### config.mk
export PLATFORM = sky130hd
export DESIGN_NAME = smb_regptr_slave
export DESIGN_NICKNAME = d
export VERILOG_FILES = /design/src/rtl/smb_regptr_pkg.sv /design/src/rtl/smb_bus_sense.sv /design/src/rtl/smb_idle_timer.sv /design/src/rtl/smb_xfer_fsm.sv /design/src/rtl/smb_regptr_slave.sv
export SDC_FILE = /design/constraint.sdc
export NUM_CORES = 1
export LEC_CHECK = 0
export BUFFER_PORTS_ARGS = -buffer_cell sky130_fd_sc_hd__buf_2
export CELL_PAD_IN_SITES_DETAIL_PLACEMENT = 1
export CELL_PAD_IN_SITES_GLOBAL_PLACEMENT = 1
export CORE_MARGIN = 2
export CORE_UTILIZATION = 46
export CTS_BUF_LIST = sky130_fd_sc_hd__clkbuf_8
export CTS_CLUSTER_DIAMETER = 40
export CTS_CLUSTER_SIZE = 8
export DETAILED_ROUTE_END_ITERATION = 12
export PLACE_DENSITY_LB_ADDON = 0.1
export SLEW_MARGIN = 10
export SYNTH_ARGS = -nofsm -noshare
export SYNTH_HDL_FRONTEND = slang
export SYNTH_SLANG_ARGS = --single-unit
### constraint.sdc
create_clock -name clk -period 2.5 [get_ports clk]
set_input_delay 0.25 -clock clk [delete_from_list [all_inputs] [get_ports clk]]
set_output_delay 0.25 -clock clk [all_outputs]
set_load 0.01 [all_outputs]
### src/rtl/smb_regptr_pkg.sv
package smb_regptr_pkg;

    localparam int          PTR_W     = 8;
    localparam int          REG_W     = 16;
    localparam logic [4:0]  ADDR_BASE = 5'b10111;

    typedef enum logic [2:0] {
        ST_IDLE,
        ST_ADDR,
        ST_ADDR_ACK,
        ST_WR_BYTE,
        ST_WR_ACK,
        ST_RD_BYTE,
        ST_RD_ACK
    } xfer_st_e;

    typedef enum logic [1:0] {
        PH_PTR,
        PH_MSB,
        PH_LSB,
        PH_DROP
    } wr_phase_e;

    typedef struct packed {
        logic sda;
        logic start;
        logic stop;
        logic rise;
        logic fall;
    } bus_ev_t;

    function automatic logic [6:0] slave_addr(input logic [1:0] code);
        return {ADDR_BASE, code};
    endfunction

endpackage

### src/rtl/smb_bus_sense.sv
module smb_bus_sense
    import smb_regptr_pkg::*;
#(
    parameter int SYNC_STAGES = 2
) (
    input  logic    clk,
    input  logic    rst,
    input  logic    scl_i,
    input  logic    sda_i,
    output bus_ev_t ev,
    output logic    scl_lvl
);
    localparam int N = SYNC_STAGES + 1;

    logic [N-1:0] scl_sh;
    logic [N-1:0] sda_sh;
    logic         scl_now, scl_old, sda_now, sda_old;

    always_ff @(posedge clk) begin
        if (rst) begin
            scl_sh <= '1;
            sda_sh <= '1;
        end else begin
            scl_sh <= {scl_sh[N-2:0], scl_i};
            sda_sh <= {sda_sh[N-2:0], sda_i};
        end
    end

    assign scl_now = scl_sh[N-2];
    assign scl_old = scl_sh[N-1];
    assign sda_now = sda_sh[N-2];
    assign sda_old = sda_sh[N-1];

    always_comb begin
        ev.sda   = sda_now;
        ev.start = scl_now && scl_old && sda_old && !sda_now;
        ev.stop  = scl_now && scl_old && !sda_old && sda_now;
        ev.rise  = scl_now && !scl_old;
        ev.fall  = !scl_now && scl_old;
    end

    assign scl_lvl = scl_now;

endmodule

### src/rtl/smb_idle_timer.sv
module smb_idle_timer #(
    parameter int TIMEOUT_CYC = 5_600_000
) (
    input  logic clk,
    input  logic rst,
    input  logic active,
    input  logic kick,
    output logic expire
);
    localparam int CW = $clog2(TIMEOUT_CYC + 1);

    logic [CW-1:0] cnt;

    always_ff @(posedge clk) begin
        if (rst || !active || kick) begin
            cnt <= '0;
        end else if (!expire) begin
            cnt <= cnt + 1'b1;
        end
    end

    assign expire = active && !kick && (cnt == CW'(TIMEOUT_CYC - 1));

endmodule

### src/rtl/smb_xfer_fsm.sv
module smb_xfer_fsm
    import smb_regptr_pkg::*;
#(
    parameter int NUM_REGS = 8
) (
    input  logic             clk,
    input  logic             rst,
    input  bus_ev_t          ev,
    input  logic [1:0]       strap,
    input  logic             expire,
    input  logic [REG_W-1:0] rd_data,
    output logic             sda_oe,
    output logic [PTR_W-1:0] ptr,
    output logic             wr_en,
    output logic [REG_W-1:0] wr_data,
    output logic             active
);
    xfer_st_e   st;
    wr_phase_e  wph;
    logic [3:0] cnt;
    logic [7:0] shreg;
    logic [7:0] msb_hold;
    logic [REG_W-1:0] rd_buf;
    logic [1:0] code;
    logic       rw;
    logic       rd_lsb;
    logic       mack;
    logic       ptr_ok;
    logic [7:0] rd_next;

    assign ptr_ok  = (32'(ptr) < NUM_REGS);
    assign active  = (st != ST_IDLE);
    assign rd_next = rd_lsb ? rd_buf[7:0] : rd_buf[15:8];

    always_ff @(posedge clk) begin
        if (rst) begin
            st       <= ST_IDLE;
            wph      <= PH_PTR;
            cnt      <= '0;
            shreg    <= '0;
            msb_hold <= '0;
            rd_buf   <= '0;
            code     <= '0;
            rw       <= 1'b0;
            rd_lsb   <= 1'b0;
            mack     <= 1'b0;
            sda_oe   <= 1'b0;
            ptr      <= '0;
            wr_en    <= 1'b0;
            wr_data  <= '0;
        end else begin
            wr_en <= 1'b0;
            if (expire) begin
                st     <= ST_IDLE;
                sda_oe <= 1'b0;
            end else if (ev.start) begin
                st     <= ST_ADDR;
                cnt    <= '0;
                code   <= strap;
                sda_oe <= 1'b0;
            end else if (ev.stop) begin
                st     <= ST_IDLE;
                sda_oe <= 1'b0;
            end else begin
                unique case (st)
                    ST_IDLE: ;
                    ST_ADDR, ST_WR_BYTE: begin
                        if (ev.rise && cnt != 4'd8) begin
                            shreg <= {shreg[6:0], ev.sda};
                            cnt   <= cnt + 4'd1;
                        end else if (ev.fall && cnt == 4'd8) begin
                            cnt <= '0;
                            if (st == ST_ADDR) begin
                                if (shreg[7:1] == slave_addr(code)) begin
                                    st     <= ST_ADDR_ACK;
                                    sda_oe <= 1'b1;
                                    rw     <= shreg[0];
                                    wph    <= PH_PTR;
                                    rd_buf <= ptr_ok ? rd_data : '0;
                                    rd_lsb <= 1'b0;
                                end else begin
                                    st <= ST_IDLE;
                                end
                            end else begin
                                st     <= ST_WR_ACK;
                                sda_oe <= 1'b1;
                            end
                        end
                    end
                    ST_ADDR_ACK: begin
                        if (ev.fall) begin
                            cnt <= '0;
                            if (rw) begin
                                st     <= ST_RD_BYTE;
                                shreg  <= rd_next;
                                sda_oe <= !rd_next[7];
                                rd_lsb <= !rd_lsb;
                            end else begin
                                st     <= ST_WR_BYTE;
                                sda_oe <= 1'b0;
                            end
                        end
                    end
                    ST_WR_ACK: begin
                        if (ev.fall) begin
                            st     <= ST_WR_BYTE;
                            sda_oe <= 1'b0;
                            unique case (wph)
                                PH_PTR: begin
                                    ptr <= shreg;
                                    wph <= PH_MSB;
                                end
                                PH_MSB: begin
                                    msb_hold <= shreg;
                                    wph      <= PH_LSB;
                                end
                                PH_LSB: begin
                                    wr_en   <= ptr_ok;
                                    wr_data <= {msb_hold, shreg};
                                    wph     <= PH_DROP;
                                end
                                PH_DROP: ;
                            endcase
                        end
                    end
                    ST_RD_BYTE: begin
                        if (ev.fall) begin
                            if (cnt == 4'd7) begin
                                st     <= ST_RD_ACK;
                                sda_oe <= 1'b0;
                                cnt    <= '0;
                            end else begin
                                shreg  <= {shreg[6:0], 1'b0};
                                sda_oe <= !shreg[6];
                                cnt    <= cnt + 4'd1;
                            end
                        end
                    end
                    ST_RD_ACK: begin
                        if (ev.rise) begin
                            mack <= !ev.sda;
                        end else if (ev.fall) begin
                            if (mack) begin
                                st     <= ST_RD_BYTE;
                                shreg  <= rd_next;
                                sda_oe <= !rd_next[7];
                                rd_lsb <= !rd_lsb;
                            end else begin
                                st <= ST_IDLE;
                            end
                        end
                    end
                    default: st <= ST_IDLE;
                endcase
            end
        end
    end

endmodule

### src/rtl/smb_regptr_slave.sv
module smb_regptr_slave
    import smb_regptr_pkg::*;
#(
    parameter int NUM_REGS    = 8,
    parameter int TIMEOUT_CYC = 5_600_000,
    parameter int SYNC_STAGES = 2
) (
    input  logic        clk,
    input  logic        rst,
    input  logic        scl_i,
    input  logic        sda_i,
    input  logic [1:0]  strap_i,
    output logic        sda_oe,
    output logic [7:0]  reg_addr,
    output logic        reg_wr,
    output logic [15:0] reg_wdata,
    input  logic [15:0] reg_rdata
);
    bus_ev_t bus_ev;
    logic    scl_lvl;
    logic    tmo_expire;
    logic    xfer_active;

    smb_bus_sense #(
        .SYNC_STAGES(SYNC_STAGES)
    ) u_sense (
        .clk    (clk),
        .rst    (rst),
        .scl_i  (scl_i),
        .sda_i  (sda_i),
        .ev     (bus_ev),
        .scl_lvl(scl_lvl)
    );

    smb_idle_timer #(
        .TIMEOUT_CYC(TIMEOUT_CYC)
    ) u_timer (
        .clk   (clk),
        .rst   (rst),
        .active(xfer_active),
        .kick  (bus_ev.rise || bus_ev.fall),
        .expire(tmo_expire)
    );

    smb_xfer_fsm #(
        .NUM_REGS(NUM_REGS)
    ) u_fsm (
        .clk    (clk),
        .rst    (rst),
        .ev     (bus_ev),
        .strap  (strap_i),
        .expire (tmo_expire),
        .rd_data(reg_rdata),
        .sda_oe (sda_oe),
        .ptr    (reg_addr),
        .wr_en  (reg_wr),
        .wr_data(reg_wdata),
        .active (xfer_active)
    );

endmodule

**After elaboration in Yosys (flattened, before gate mapping)**

Cells that the tools add are included.

- Flip-flop bits (word level): 101
- Output and inout port bits: 26
- ROM bits: 0
- RAM bits: 0
- Latch bits: 0
- Logic and storage cells: 183
- Memories: 0

- $mul: 0
- Divide/modulo/power cells: 0
- Shift operators: 0
- Magnitude comparators: 1
- Bitwise operators: 8
- Equal/unequal tests: 42
- Add/subtract/negate cells: 2
- Mux-type cells: 64
- Reductions and logical operators: 48

Operators by type and width:

| kind | number |
|---|---|
| $mux 8 | 9 |
| $mux 3 | 11 |
| $pmux 8 s4 | 1 |
| $mux 4 | 7 |
| $ne 4x4->1 const B | 7 |
| $reduce_and 6->1 | 4 |
| $add 23x1->23 const B | 1 |
| $eq 23x23->1 const B | 1 |
| $mux 1 | 23 |
| $reduce_and 10->1 | 2 |
| $pmux 3 s6 | 1 |
| $reduce_and 9->1 | 2 |
| $mux 16 | 1 |
| $ne 2x1->1 const B | 8 |
| $ne 2x2->1 const B | 7 |
| $reduce_and 13->1 | 1 |
| $mux 2 | 6 |
| $ne 3x3->1 const B | 4 |
| $ne 4x3->1 const B | 3 |
| $pmux 4 s3 | 1 |
| $reduce_and 12->1 | 1 |
| $logic_and 1x1->1 | 11 |
| $eq 3x3->1 const B | 3 |
| $logic_not 1->1 | 9 |
| other kinds (28) | 41 |

**Depth between registers and ports, before layout**

- Word-level depth: 8
- Mapped depth: 10
- Mapped depth without buffers: 8

**Cells and area by module**

A second synthesis with hierarchy kept.

- Cell total of the unflattened synthesis: 570
- Area total of the unflattened synthesis: 4906.0 sq um

By module, submodules not included:

| module | cells an instance | area each (sq um) | seq. area each (sq um) | instances |
|---|---|---|---|---|
| smb_xfer_fsm | 412 | 3477.1 | 1441.4 | 1 |
| smb_idle_timer | 140 | 1224.9 | 460.4 | 1 |
| smb_bus_sense | 17 | 197.7 | 120.1 | 1 |
| smb_regptr_slave | 1 | 6.3 | 0.0 | 1 |

**Worst setup path after synthesis**

Ideal clock, no wire load.

- Path kind: register -> register
- Start point: reg u_sense.scl_sh[1]
- End point: reg u_fsm.st[0]
- Setup time: 115 ps
- Arrival: 2013 ps
- Stages on the path, launching flop included: 10
- Setup slack: 373 ps
- Data required time: 2385 ps
- Clock period less this slack: 2127 ps
- Cell sequence: dfxtp_1 > inv_1 > ha_1 > a21boi_2 > o22ai_1 > or4b_1 > buf_2 > mux2i_1 > a21oi_1 > o21a_1

- Word-level cells in the longest chain between the ends: 7

Ends and longest elaborated chain:

| what | line | source |
|---|---|---|
| start: declaration | smb_bus_sense.sv:15 | `logic [N-1:0] scl_sh;` |
| start signal: assignment | smb_bus_sense.sv:24 | `scl_sh <= {scl_sh[N-2:0], scl_i};` |
| branches (longest 7 deep; another with $reduce_and 9->1) | -- |  |
| end signal: assignment | smb_xfer_fsm.sv:37 | `st <= ST_IDLE;` |
| end signal: assignment | smb_xfer_fsm.sv:54 | `st <= ST_IDLE;` |
| end signal: assignment | smb_xfer_fsm.sv:57 | `st <= ST_ADDR;` |
| end: declaration | smb_xfer_fsm.sv:18 | `xfer_st_e st;` |

Parallel ways; which one is timed is not known.
A chain may end at the register's enable or synchronous reset.

**Final worst setup path**

- Start point: reg u_sense.scl_sh[2]
- End point: reg u_fsm.st[0]

- Word-level cells in the longest chain between the ends: 7

Ends and longest elaborated chain:

| what |
|---|
| branches (longest 7 deep; another with $reduce_and 9->1) |

Parallel ways; which one is timed is not known.

==> run metrics <==
Sw Share=0.2419; WS Path Type=reg -> reg; WL/cell=15.75 microns; Post-DRT Antenna Nets=0; crit start category=flip-flop; vias in the first global route=between 4000 and 5000; Residual DRC=0; Net Sw Power=0.6911 mW; status=completed; GP Congestion=around 0.87; Via Count=4141; fmax=438.4 MHz; layout filler cell count=1223; largest family of logic cells by synthesized area=simple AND/OR/NAND/NOR gates; Final Hold Slack=44.76 ps; largest net degree at the start of global routing=31; Top Ports=48; crit path time final=2281 ps; combinational fraction of design power=0.044; compound-gate portion of the synthesized area=0.1344; adder-cell share of the synthesized area=0.02693; die area=0.01092 sq mm; instance count of the mapped netlist=570; via/cell ratio=5.529; setup violators final=0; clock power share=0.386; Synth area leaders=dfxtp_1 44%, a21oi_1 7.2%, nand3_1 7.0%, nand2_1 6.5%, mux2i_1 4.1%; post-synthesis register bit count=101; CTS Buf Count=9; RSZ-0062 raised after global routing=no; Post-Syn Nets=602; hpwl dp=~8.5 mm; EDFF count, synth=0; Die W=104.5 microns; share of cells above drive strength 1=0.1558; Post-CTS Resized=0; Worst Clk Skew=11.78 ps; synth warn=0; Area after DPL=0.005035 sq mm; final hold vios=0; post-synth cell types=53; Mean Syn Cell Area=8.150 sq um; Worst-path clk slew=approximately 100 ps; Synth Area in Simple Gates=0.2788; H-Tree Depth=3; worst skew pair latency=380 ps; initial antenna violation count=0; top cell type's share of synthesized area=0.4352; Synth async-reset ratio=0; initial core utilization=0.4753; most area-hungry cell type in the Yosys netlist=dfxtp_1; # nets final=about 640; sequential share of power=0.570; leakage=1.911 nW; measured slew at the worst slew-check pin=550.7 ps; die height=104.5 microns; Syn-to-layout area delta=12.82%; Slew Viols, Final=0; total grt overflow=0; worst vdd ir=0.2245 mV; global-route wire length before repair=between 20 and 25 mm; postcts setup bufs=0; critical path arrival=~2600 ps; pwr dens=545.1 mW/mm^2; IO Port Bufs=47; Reg2Reg Setup Slack=approximately 220 ps; Core Area=0.009774 sq mm; drt first-iter violations=177; post-synthesis mux area share=0.04094; hold-fix buffers at CTS=0; drt first pass iters=4; setup_tns=0 ps; Crit. End Element=flip-flop; # diodes=0; worst-case clock buffer depth=2; global-route usage over all layers=0.2252; Int Pwr=2.166 mW; Clock Sink Count=101; max_cap viols=0; Seq/Total Area, Yosys=0.4352; design area=0.005241 sq mm; CTS tree=built; synthesized area=around 0.0046 sq mm; Hold Crit Class=in -> reg; Root Buffer=clkbuf_8; CP Max Fanout=5; Req. time, crit path=2780 ps; final WL=11.80 mm; Main synth FF type=dfxtp_1; final period utilization=0.9125; XOR/XNOR Fraction of Synth Area=0.04148; relative slew slack=0.6324; Core Rows=36
power groups by stage:
stage	clock (mW)	combinational, mW	sequential [mW]
after global placement	0	0.120	1.67
after floorplan	0	0.0836	1.66
after CTS	1.12	0.126	1.63
after detailed placement	0	0.125	1.67
after global routing	1.18	0.138	1.63
final	1.10	0.125	1.63
placed cells by master (no fill, tap or decap), types with 3 or more instances in the layout:
cell type,synthesis,routed
dfxtp_1,101,101
nand2_1,80,80
a21oi_1,67,67
nand3_1,65,65
nor2_1,47,47
buf_2,7,47
mux2i_1,19,19
buf_4,1,19
xor2_1,17,17
o21ai_0,16,16
inv_1,11,11
nand2b_1,10,10
ha_1,10,10
clkbuf_8,0,10
and3_1,9,9
or2_2,9,9
nand4_1,8,8
nand3b_1,7,7
or3_1,5,5
xnor2_1,5,5
and2_1,4,4
nor3_1,3,3
nand4bb_1,3,3
nor2b_1,3,3
cells in the mapped netlist, drive strengths merged, types with 4 or more instances:
cell and instances:
a21oi 67, and2 4, and3 9, buf 11, clkbuf 25, dfxtp 101, ha 10, inv 11
mux2i 19, nand2 80, nand2b 10, nand3 65, nand3b 7, nand4 9, nor2 47, o21ai 16
or2 9, or3 5, xnor2 5, xor2 17
area by class of cell:
| cell class | instances | area [sq um] | share of cell area |
|---|---|---|---|
| flip-flops and latches | 101 | 2022 | 0.3858 |
| inverters | 11 | 41.29 | 0.007878 |
| clock buffers | 10 | 137.6 | 0.02626 |
| multi-input cells | 422 | 2427 | 0.4631 |
| repair buffers | 66 | 377.9 | 0.07209 |
| well taps | 133 | 166.4 | 0.03175 |
| clock inverters | 6 | 68.82 | 0.01313 |
layer usage:
| metal | track usage | share of wire | wire length [microns] |
|---|---|---|---|
| met4 | 0.08784 | 0.013 | 158 |
| met3 | 0.03008 | 0.040 | 467 |
| met5 | 0 | 0 | 0 |
| met1 | 0.2915 | 0.47 | 5491 |
| met2 | 0.3796 | 0.48 | 5683 |
final timing paths:
path / cells after the start / end / from
worst min-delay path: 2 / u_sense.sda_sh[0] / sda_i
worst max-delay path: 8 / u_fsm.st[0] / u_sense.scl_sh[2]
worst min register to register: 1 / u_sense.sda_sh[1] / u_sense.sda_sh[0]
worst max register to register: 8 / u_fsm.st[0] / u_sense.scl_sh[2]
cell families (layout without fill, tap and decap cells):
group                      after synthesis  count (layout)
and+or+nand+nor                        263             263
AOI/OAI and AO/OA                      108             108
DFF                                    101             101
buffers and inverters                   47              93
xor gates and xnor gates                22              22
muxes                                   19              19
adders and majority gates               10              10
critical path: stages (launching register included):
cell and delay (ps):
dfxtp_1 390, inv_1 60, ha_1 220, a21boi_2 170, o22ai_1 140, or4b_1 650
mux2i_1 260, a21oi_1 110, o21a_1 190
flip-flops by register name, summed over array words and instances (netlist names), 4 cells and up:
register and flops:
u_fsm.shreg 8, u_fsm.wr_data 16, u_fsm.rd_buf 16, u_fsm.msb_hold 8
u_timer.cnt 23, u_fsm.cnt 4, u_fsm.ptr 8
stage by stage:
| stage | util | worst slack [ps] | total power [mW] | cells |
|---|---|---|---|---|
| floorplan | - | 372.6 | 1.743 | 570 |
| global placement | 0.5151 | 346.7 | 1.785 | 733 |
| detailed placement | 0.5151 | 236.1 | 1.791 | 733 |
| CTS | 0.5362 | 206.8 | 2.876 | 749 |
| global route | 0.5362 | 70.58 | 2.954 | 749 |
| finish | 0.5362 | 218.7 | 2.857 | 749 |
No activity file was read; power rests on OpenSTA's default activity.
